==> src/rtl/optmon_pkg.sv <==
package optmon_pkg;

    typedef enum logic {
        LINK_DOWN = 1'b0,
        LINK_UP   = 1'b1
    } link_e;

endpackage

==> src/rtl/optmon_sync.sv <==
module optmon_sync #(
    parameter int WIDTH = 2
) (
    input  logic             clk,
    input  logic             rst_n,
    input  logic [WIDTH-1:0] async_i,
    output logic [WIDTH-1:0] sync_o
);

    typedef struct packed {
        logic [WIDTH-1:0] meta;
        logic [WIDTH-1:0] stable;
    } sync_t;

    sync_t s_d, s_q;

    always_comb begin
        s_d        = s_q;
        s_d.meta   = async_i;
        s_d.stable = s_q.meta;
    end

    always_ff @(posedge clk or negedge rst_n) begin
        if (!rst_n) s_q <= '0;
        else        s_q <= s_d;
    end

    assign sync_o = s_q.stable;

endmodule

==> src/rtl/optmon_activity.sv <==
module optmon_activity #(
    parameter int GAP_TICKS = 600
) (
    input  logic clk,
    input  logic rst_n,
    input  logic lvl_i,
    output logic trans_ok_o
);

    localparam int GW = $clog2(GAP_TICKS + 1);
    localparam logic [GW-1:0] GAP_MAX = GW'(GAP_TICKS);

    typedef struct packed {
        logic          prev;
        logic [GW-1:0] gap;
    } act_t;

    act_t a_d, a_q;
    logic edge_seen;

    assign edge_seen = lvl_i ^ a_q.prev;

    always_comb begin
        a_d      = a_q;
        a_d.prev = lvl_i;
        if (edge_seen)              a_d.gap = '0;
        else if (a_q.gap < GAP_MAX) a_d.gap = a_q.gap + 1'b1;
    end

    always_ff @(posedge clk or negedge rst_n) begin
        if (!rst_n) begin
            a_q.prev <= 1'b0;
            a_q.gap  <= GAP_MAX;
        end else begin
            a_q <= a_d;
        end
    end

    assign trans_ok_o = (a_q.gap < GAP_MAX);


    edge_hold_chk: assert property (@(posedge clk) disable iff (!rst_n)
        edge_seen |=> trans_ok_o);

endmodule

==> src/rtl/optmon_amp.sv <==
module optmon_amp #(
    parameter int AMP_LOSS_TICKS = 20000
) (
    input  logic clk,
    input  logic rst_n,
    input  logic bright_i,
    output logic dim_lost_o
);

    localparam int AW = $clog2(AMP_LOSS_TICKS + 1);
    localparam logic [AW-1:0] AMP_MAX = AW'(AMP_LOSS_TICKS);

    typedef struct packed {
        logic [AW-1:0] dark;
    } amp_t;

    amp_t m_d, m_q;

    always_comb begin
        m_d = m_q;
        if (bright_i)               m_d.dark = '0;
        else if (m_q.dark < AMP_MAX) m_d.dark = m_q.dark + 1'b1;
    end

    always_ff @(posedge clk or negedge rst_n) begin
        if (!rst_n) m_q <= '0;
        else        m_q <= m_d;
    end

    assign dim_lost_o = (m_q.dark >= AMP_MAX);


    dim_clear_chk: assert property (@(posedge clk) disable iff (!rst_n)
        bright_i |=> !dim_lost_o);

endmodule

==> src/rtl/optmon_qual.sv <==
module optmon_qual
    import optmon_pkg::*;
#(
    parameter int RECOVER_TICKS = 100000000
) (
    input  logic clk,
    input  logic rst_n,
    input  logic trans_ok_i,
    input  logic bright_i,
    input  logic dim_lost_i,
    output logic mon_n_o
);

    localparam int RW = (RECOVER_TICKS > 2) ? $clog2(RECOVER_TICKS) : 1;
    localparam logic [RW-1:0] REC_LAST = RW'(RECOVER_TICKS - 1);

    typedef struct packed {
        link_e         link;
        logic [RW-1:0] rec;
    } qual_t;

    qual_t q_d, q_q;
    logic  sig_good;

    assign sig_good = trans_ok_i && bright_i;

    always_comb begin
        q_d = q_q;
        if (q_q.link == LINK_UP) begin
            if (!trans_ok_i || dim_lost_i) begin
                q_d.link = LINK_DOWN;
                q_d.rec  = '0;
            end
        end else if (sig_good) begin
            if (q_q.rec == REC_LAST) begin
                q_d.link = LINK_UP;
                q_d.rec  = '0;
            end else begin
                q_d.rec = q_q.rec + 1'b1;
            end
        end else begin
            q_d.rec = '0;
        end
    end

    always_ff @(posedge clk or negedge rst_n) begin
        if (!rst_n) begin
            q_q.link <= LINK_DOWN;
            q_q.rec  <= '0;
        end else begin
            q_q <= q_d;
        end
    end

    assign mon_n_o = (q_q.link != LINK_UP);


    no_light_loss_chk: assert property (@(posedge clk) disable iff (!rst_n)
        !trans_ok_i |=> mon_n_o);


    low_light_loss_chk: assert property (@(posedge clk) disable iff (!rst_n)
        (dim_lost_i && !mon_n_o) |=> mon_n_o);


    rise_after_good_chk: assert property (@(posedge clk) disable iff (!rst_n)
        $fell(mon_n_o) |-> $past(sig_good));


    qual_restart_chk: assert property (@(posedge clk) disable iff (!rst_n)
        (mon_n_o && !sig_good) |=> (q_q.rec == '0));

endmodule

==> src/rtl/optmon_top.sv <==
module optmon_top #(
    parameter int GAP_TICKS      = 600,
    parameter int AMP_LOSS_TICKS = 20000,
    parameter int RECOVER_TICKS  = 100000000
) (
    input  logic clk,
    input  logic rst_n,
    input  logic quant_i,
    input  logic above_i,
    output logic mon_n_o
);

    logic [1:0] raw_in;
    logic [1:0] sync_in;
    logic       trans_ok;
    logic       dim_lost;

    assign raw_in = {above_i, quant_i};

    optmon_sync #(.WIDTH(2)) sync_i (
        .clk     (clk),
        .rst_n   (rst_n),
        .async_i (raw_in),
        .sync_o  (sync_in)
    );

    optmon_activity #(.GAP_TICKS(GAP_TICKS)) activity_i (
        .clk        (clk),
        .rst_n      (rst_n),
        .lvl_i      (sync_in[0]),
        .trans_ok_o (trans_ok)
    );

    optmon_amp #(.AMP_LOSS_TICKS(AMP_LOSS_TICKS)) amp_i (
        .clk        (clk),
        .rst_n      (rst_n),
        .bright_i   (sync_in[1]),
        .dim_lost_o (dim_lost)
    );

    optmon_qual #(.RECOVER_TICKS(RECOVER_TICKS)) qual_i (
        .clk        (clk),
        .rst_n      (rst_n),
        .trans_ok_i (trans_ok),
        .bright_i   (sync_in[1]),
        .dim_lost_i (dim_lost),
        .mon_n_o    (mon_n_o)
    );


    reset_down_chk: assert property (@(posedge clk)
        !rst_n |=> mon_n_o);

endmodule

==> config.mk <==
export PLATFORM = sky130hd
export DESIGN_NAME = optmon_top
export DESIGN_NICKNAME = d
export VERILOG_FILES = /design/src/rtl/optmon_pkg.sv /design/src/rtl/optmon_sync.sv /design/src/rtl/optmon_activity.sv /design/src/rtl/optmon_amp.sv /design/src/rtl/optmon_qual.sv /design/src/rtl/optmon_top.sv
export SDC_FILE = /design/constraint.sdc
export NUM_CORES = 1
export LEC_CHECK = 0
export ABC_CLOCK_PERIOD_IN_PS = 1900
export BUFFER_PORTS_ARGS = -buffer_cell sky130_fd_sc_hd__buf_2
export CAP_MARGIN = 20
export CORE_ASPECT_RATIO = 1.4
export CORE_MARGIN = 3
export CORE_UTILIZATION = 35
export CTS_BUF_LIST = sky130_fd_sc_hd__clkbuf_4
export DETAILED_ROUTE_END_ITERATION = 16
export GPL_TIMING_DRIVEN = 0
export SETUP_SLACK_MARGIN = 0.4
export SYNTH_ARGS = -nofsm -noshare
export SYNTH_HDL_FRONTEND = slang
export SYNTH_SLANG_ARGS = --single-unit
==> constraint.sdc <==
create_clock -name clk -period 1.9 [get_ports clk]
set_clock_uncertainty 0.05 [all_clocks]
set_input_delay 0.19 -clock clk [delete_from_list [all_inputs] [get_ports clk]]
set_output_delay 0.19 -clock clk [all_outputs]
set_load 0.02 [all_outputs]
==> impl_results.md, run 1 <==
- DIE AREA: 9820 µm²
- Main synth FF type: dfrtp_1
- Synth cell types: 46
- GP Congestion: 0.809
- Worst EP arrival: 2.10 ns
- I/O Buffers: 4
- Achievable Freq: 0.539 GHz
- Most frequent cells in the layout: dfrtp_1, buf_4, nor2_1
- DIE WIDTH: 84.6 µm
- Max-slew violations: 0
- Post-synth EDFFs: 0
- Worst Tran Pin Value: 0.778 ns
- Boundary Pins: 5
- H-tree Lvls: 3
- Post-route cell area: 4240 µm²
- Synth Cell Area: 3030 µm²
- DRC: 0
- Congestion Overflow GR: 0
- Power per standard cell area: 564 nW/µm²
- Tot GR Track Use: 16.2%
- Clock Tree Root: clkbuf_4
- Async SR Flop Fraction: 100%
- Die extent in y: 116 µm
- Drt pass-1 iters: 5
- Final WL: 7.72 mm
- Vias in the first global route: 2595
- Vias post-DR: 2730
- Status: completed
- Net count after synthesis: 323
- Final Hold Vio Count: 0
- Startpoint Class: register
- Reg2reg setup slack: 0.05 ns
- Number of max-cap violations: 0
- Worst path required time: 2.15 ns
- Slew HR: 48.0%
- Ratio of cells with drive above 1 in the final layout: 37.0%
- Via density: 5.65
- Clk buf depth: 2
- Cells after Synth: 315
- Final Setup Violations: 0
- Crit share post-route: 97.6%
- Worst hold path class: primary input to asynchronous set/reset pin
- Clk sinks: 58
- Largest net degree at the start of global routing: 36
- Hold slack: 0.250 ns
- Antenna diodes: 0
- Final worst setup slack: 0.0459 ns
- Worst-path clk slew: 0.11 ns
- Initial antenna violation count: 0
- Initial drt markers: 151
- Unrepaired setup endpoints after global routing: true
- CTS buffer count: 9
- Commonest non-fill, non-tap cell in the layout: dfrtp_1
- Core region area: 8300 µm²
- Cell leakage power: 0.00185 µW
- Mean Syn Cell Area: 9.61 µm²
- #FFs+latches synth: 58
- Area grow syn2layout: 39.9%
- Synth warn: 0
- Cell row count: 39
- Register area share after synthesis: 48.1%
- Crit Path Max Fanout: 10
- Crit end category: register
- Post-DP HPWL: 4.72 mm
- Worst setup path category: register to register
- Final-stage net count: 384
- First-pass GRT wire length: 12.6 mm
- Antenna-violating nets left: 0
- DP Area: 3370 µm²
- DR WL/cell: 16.0 µm
- Minimum clock period: 1.85 ns
- CTS tree: built
- VDD IR-drop max: 0.000274 V
- Clock Latency Late Sink: 0.41 ns
- Initial core utilization: 36.5%
- Pre-CTS setup slack: -0.115 ns
[critical path, stage by stage, from the launching register on]
cell and delay [ns]:
dfrtp_1 0.39, buf_6 0.13, nor4bb_4 0.25, and4_4 0.27, a31oi_4 0.10, buf_6 0.16, buf_8 0.14, mux2_2 0.25
[metrics by stage]
stage	total power, µW	util (%)	cells	TNS (ns)
after CTS	2390	48.1	469	0
final	2390	51.1	483	0
after global placement	1460	40.3	421	-1.11
after floorplan	1410	-	315	0
after detailed placement	1470	40.6	422	-1.80
after global routing	2500	51.1	483	-0.167
[cell usage after synthesis (5+ instances only)]
master / n / area, µm²
nor2_1: 28 / 105
dfrtp_1: 54 / 1350
and3_1: 11 / 68.8
nand2_1: 22 / 82.6
a21oi_1: 22 / 110
a31oi_1: 19 / 119
nand2b_1: 8 / 50.1
or3_1: 5 / 31.3
buf_2: 6 / 30.0
nand4_1: 15 / 93.8
xor2_1: 10 / 87.6
and4_1: 5 / 43.8
nor3_1: 6 / 30.0
xnor2_1: 8 / 70.1
nand3_1: 19 / 95.1
o21ai_0: 11 / 55.1
nor4_1: 8 / 50.1
inv_1: 9 / 33.8
[what timing repair did]
item | in CTS | in global routing
resized for setup | 41 | 36
endpoints found under the setup margin | 52 | 52
pin swaps | 16 | 12
cloned | 2 | 0
buffers inserted | 26 | 14
hold buffers | 3 | 0
endpoints found under the hold margin | 24 | 0
[sequential cells by signal, indices dropped and copies added, names as in the netlist]
register and count:
amp_i.m_q 15, sync_i.s_d 2, sync_i.sync_o 2, qual_i.q_q 28
activity_i.a_q 11
[power breakdown]
part           switching [µW]  total [µW]  internal [µW]
combinational             117         207           90.2
clock                     480         884            405
sequential               33.5        1300           1260
total                     630        2390           1760
[kinds of logic after synthesis]
family,Yosys count,share of synthesized area [%]
AND/OR/NAND/NOR,137,24.3
flip-flops,58,48.1
AO/OA/AOI/OAI,73,15.7
multiplexers,3,1.03
XOR/XNOR,18,5.21
buffers and inverters,22,3.97
adder cells (fa/ha/maj),4,1.65
[worst paths after layout]
| kind | endpoint | start | cells past startpoint |
|---|---|---|---|
| worst max-delay path | qual_i.q_q[0] | qual_i.q_q[8] | 7 |
| worst min-delay path | activity_i.a_q[2] | rst_n | 2 |
| worst max register to register | qual_i.q_q[0] | qual_i.q_q[8] | 7 |
| worst min register to register | sync_i.sync_o[0] | sync_i.s_d[0] | 0 |
| max in group asynchronous | activity_i.a_q[9] | rst_n | 3 |
| min in group clk | sync_i.sync_o[0] | sync_i.s_d[0] | 0 |
[layout make-up]
| type | count | area [µm²] |
|---|---|---|
| clock buffer | 10 | 75.1 |
| fill | 718 | 4060 |
| inverter | 9 | 33.8 |
| timing repair buffer | 50 | 480 |
| multi-input combinational | 235 | 1840 |
| sequential | 58 | 1470 |
| clock inverter | 6 | 57.6 |
| tap | 102 | 128 |
| buffer | 13 | 153 |
[per-layer routing]
layer	wire (µm)	track usage, %	vias up
li1	-	-	1292
met1	3230	19.2	1379
met2	4090	27.9	46
met3	229	4.55	13
met4	165	6.23	0
met5	0	0	-
Power figures use the tool's default switching activity.
==> inputs of run 2 (changes only) <==
--- a/config.mk
+++ b/config.mk
@@ -9,11 +9,12 @@
 export BUFFER_PORTS_ARGS = -buffer_cell sky130_fd_sc_hd__buf_2
 export CAP_MARGIN = 20
 export CORE_ASPECT_RATIO = 1.4
-export CORE_MARGIN = 3
+export CORE_MARGIN = 2
 export CORE_UTILIZATION = 35
 export CTS_BUF_LIST = sky130_fd_sc_hd__clkbuf_4
 export DETAILED_ROUTE_END_ITERATION = 16
 export GPL_TIMING_DRIVEN = 0
+export RECOVER_POWER = 25
 export SETUP_SLACK_MARGIN = 0.4
 export SYNTH_ARGS = -nofsm -noshare
 export SYNTH_HDL_FRONTEND = slang
==> run 2 against run 1 <==
Net effect: the flow now finishes with violations (setup timing); count of clock-buffer cells in the layout unchanged; first-iteration DRC count decreased by 33%; worst hold slack improved by 0.054 ns; register-to-register slack got worse by 0.097 ns; total power grew 18%; global-route usage grew 1.1 points; cell count is 0.83% lower.
==> impl_results.md, run 2 (same netlist as run 1, synthesis figures left out) <==
- Status: finished, violations left
- Failing checks: setup timing
- Die extent in y: 114 µm (-1.7%)
- R2r worst-path depth: 7 (unchanged)
- Worst hold path class: register to register
- DR WL/cell: 16.6 µm (+4.2%)
- CTS buffer count: 9 (unchanged)
- Post-DP HPWL: 4.74 mm (+0.40%)
- VDD IR-drop max: 0.000418 V (+52%)
- Antenna diodes: 0 (unchanged)
- Slew HR: 40.9% (-7.1 points)
- CP endpoint: qual_i.q_q[0]
- Power per standard cell area: 648 nW/µm² (+15%)
- Worst EP arrival: 2.22 ns (+0.12 ns)
- Pwr Total: 2810 µW (+18%)
- Initial drt markers: 101 (-33%)
- Core region area: 8510 µm² (+2.6%)
- Clk buf depth: 2 (unchanged)
- Vias in the first global route: 2614 (+0.73%)
- Max-slew violations: 0 (unchanged)
- Clock Tree Root: clkbuf_4
- Final WL: 7.97 mm (+3.3%)
- Worst Tran Pin Value: 0.886 ns (+0.109 ns)
- Number of max-cap violations: 0 (unchanged)
- Crit Path Max Fanout: 7 (-3)
- DRC: 0 (unchanged)
- Drt pass-1 iters: 6 (+1)
- Top reg by flops: qual_i.q_q
- Final worst setup slack: -0.0510 ns (-0.0969 ns)
- Vias post-DR: 2641 (-3.3%)
- Most frequent cells in the layout: dfrtp_1, nor2_1, buf_4
- Commonest non-fill, non-tap cell in the layout: dfrtp_1
- H-tree Lvls: 3 (unchanged)
- Achievable Freq: 0.513 GHz (-5.0%)
- Tot GR Track Use: 17.3% (+1.1 points)
- GP Congestion: 0.827 (+2.2%)
- Via density: 5.51 (-2.5%)
- Crit. Startpoint: qual_i.q_q[8]
- Worst-path clk slew: 0.09 ns (-0.02 ns)
- DIE WIDTH: 82.6 µm (-2.4%)
- Ratio of cells with drive above 1 in the final layout: 37.7% (+0.69 points)
- Congestion Overflow GR: 0 (unchanged)
- Initial core utilization: 35.6% (-0.91 points)
- Reg2reg setup slack: -0.05 ns (-0.10 ns)
- Final-stage net count: 377 (-1.8%)
- Cell leakage power: 0.00181 µW (-2.3%)
- Placed cells: 425 (+0.71%)
- FF-to-FF Start: qual_i.q_q[8]
- Worst setup path category: register to register
- DP Area: 3370 µm² (+0.11%)
- Clock Latency Late Sink: 0.43 ns (+0.02 ns)
- Fin cells: 479 (-0.83%)
- Largest regs: qual_i.q_q x28, amp_i.m_q x15, activity_i.a_q x11
- TNS Setup: -0.163 ns (-0.163 ns)
- Clk sinks: 58 (unchanged)
- CTS tree: built
- Final Hold Vio Count: 0 (unchanged)
- Unrepaired setup endpoints after global routing: true
- Boundary Pins: 5 (unchanged)
- Area grow syn2layout: 43.3%
- Worst path required time: 2.17 ns (+0.02 ns)
- DIE AREA: 9420 µm² (-4.0%)
- Post-route cell area: 4340 µm² (+2.4%)
- Fillers: 755 (+5.2%)
- I/O Buffers: 4 (unchanged)
- First-pass GRT wire length: 12.3 mm (-2.2%)
- Worst R2R End: qual_i.q_q[0]
- Cell row count: 40 (+2.6%)
- Crit end category: register
- Largest net degree at the start of global routing: 34 (-5.6%)
- Crit share post-route: 103% (+5.1 points)
- Minimum clock period: 1.95 ns (+0.0969 ns)
- Final Setup Violations: 10 (+10)
- Startpoint Class: register
- Antenna-violating nets left: 0 (unchanged)
- Max reg flops: 28 (unchanged)
- Initial antenna violation count: 0 (unchanged)
run 2: cell types whose count changed in the layout (fill, tap and decap cells not counted), moves of 4 or more:
cell / previous run / this run
buf_4: 31 / 23
nand2b_4: 0 / 4
nand2b_1: 8 / 4
a31oi_4: 1 / 5
a31oi_1: 19 / 14
run 2: cell type report:
cell class	instances	area, µm²	area share (%)
Buffer	13	153	3.52
Clock buffer	10	75.1	1.73
Clock inverter	6	129	2.97
Inverter	9	33.8	0.779
Multi-Input combinational cell	235	1880	43.4
Sequential cell	58	1470	33.8
Tap cell	105	131	3.03
Timing Repair Buffer	43	469	10.8
run 2: report_power, final:
group | leakage, µW | switching [µW] | internal (µW)
combinational | 0.000932 | 124 | 100
sequential | 0.000765 | 33.3 | 1260
clock | 0.000108 | 485 | 807
total | 0.00181 | 642 | 2170
run 2: layer usage:
layer | routed length (µm) | up-vias | track usage (%) | share of wire (%)
li1 | - | 1275 | - | -
met1 | 3350 | 1312 | 19.9 | 42
met2 | 4210 | 37 | 29.6 | 53
met3 | 202 | 17 | 4.34 | 2.5
met4 | 211 | 0 | 7.87 | 2.6
met5 | 0 | - | 0 | 0
run 2: metrics by stage:
stage	hold slack [ns]	utilization (%)	setup slack, ns
global placement	0.248	39.4	-0.0944
finish	0.304	51.0	-0.0510
global route	0.334	51.0	-0.0968
floorplan	-0.156	-	0.167
detailed placement	0.250	39.6	-0.119
CTS	0.305	46.9	0.0179
run 2: how the worst min path moves through the flow:
stage | slack, ns | end | cells past startpoint | from
2_1_floorplan | -0.16 | activity_i.a_q[0] | 0 | rst_n
3_3_place_gp | 0.25 | sync_i.s_d[0] | 1 | quant_i
3_5_place_dp | 0.25 | sync_i.s_d[0] | 1 | quant_i
4_1_cts | 0.31 | sync_i.sync_o[0] | 0 | sync_i.s_d[0]
5_1_grt | 0.33 | sync_i.sync_o[0] | 0 | sync_i.s_d[0]
6_report | 0.30 | sync_i.sync_o[0] | 0 | sync_i.s_d[0]
run 2: critical path, cell delays in order, from the launching register on:
cell and delay, ns:
dfrtp_1 0.38, buf_6 0.13, nor4bb_1 0.27, and4_2 0.31, a31oi_4 0.12, buf_8 0.18
clkbuf_16 0.16, mux2_2 0.25
run 2: timing repair:
| item | 4_1_cts | 5_1_grt |
|---|---|---|
| resized for setup | 34 | 47 |
| buffers inserted | 24 | 6 |
| cloned | 2 | 3 |
| endpoints found under the hold margin | 34 | 0 |
| hold buffers | 3 | 0 |
| setup endpoints to repair | 52 | 52 |
| pin swaps | 14 | 21 |
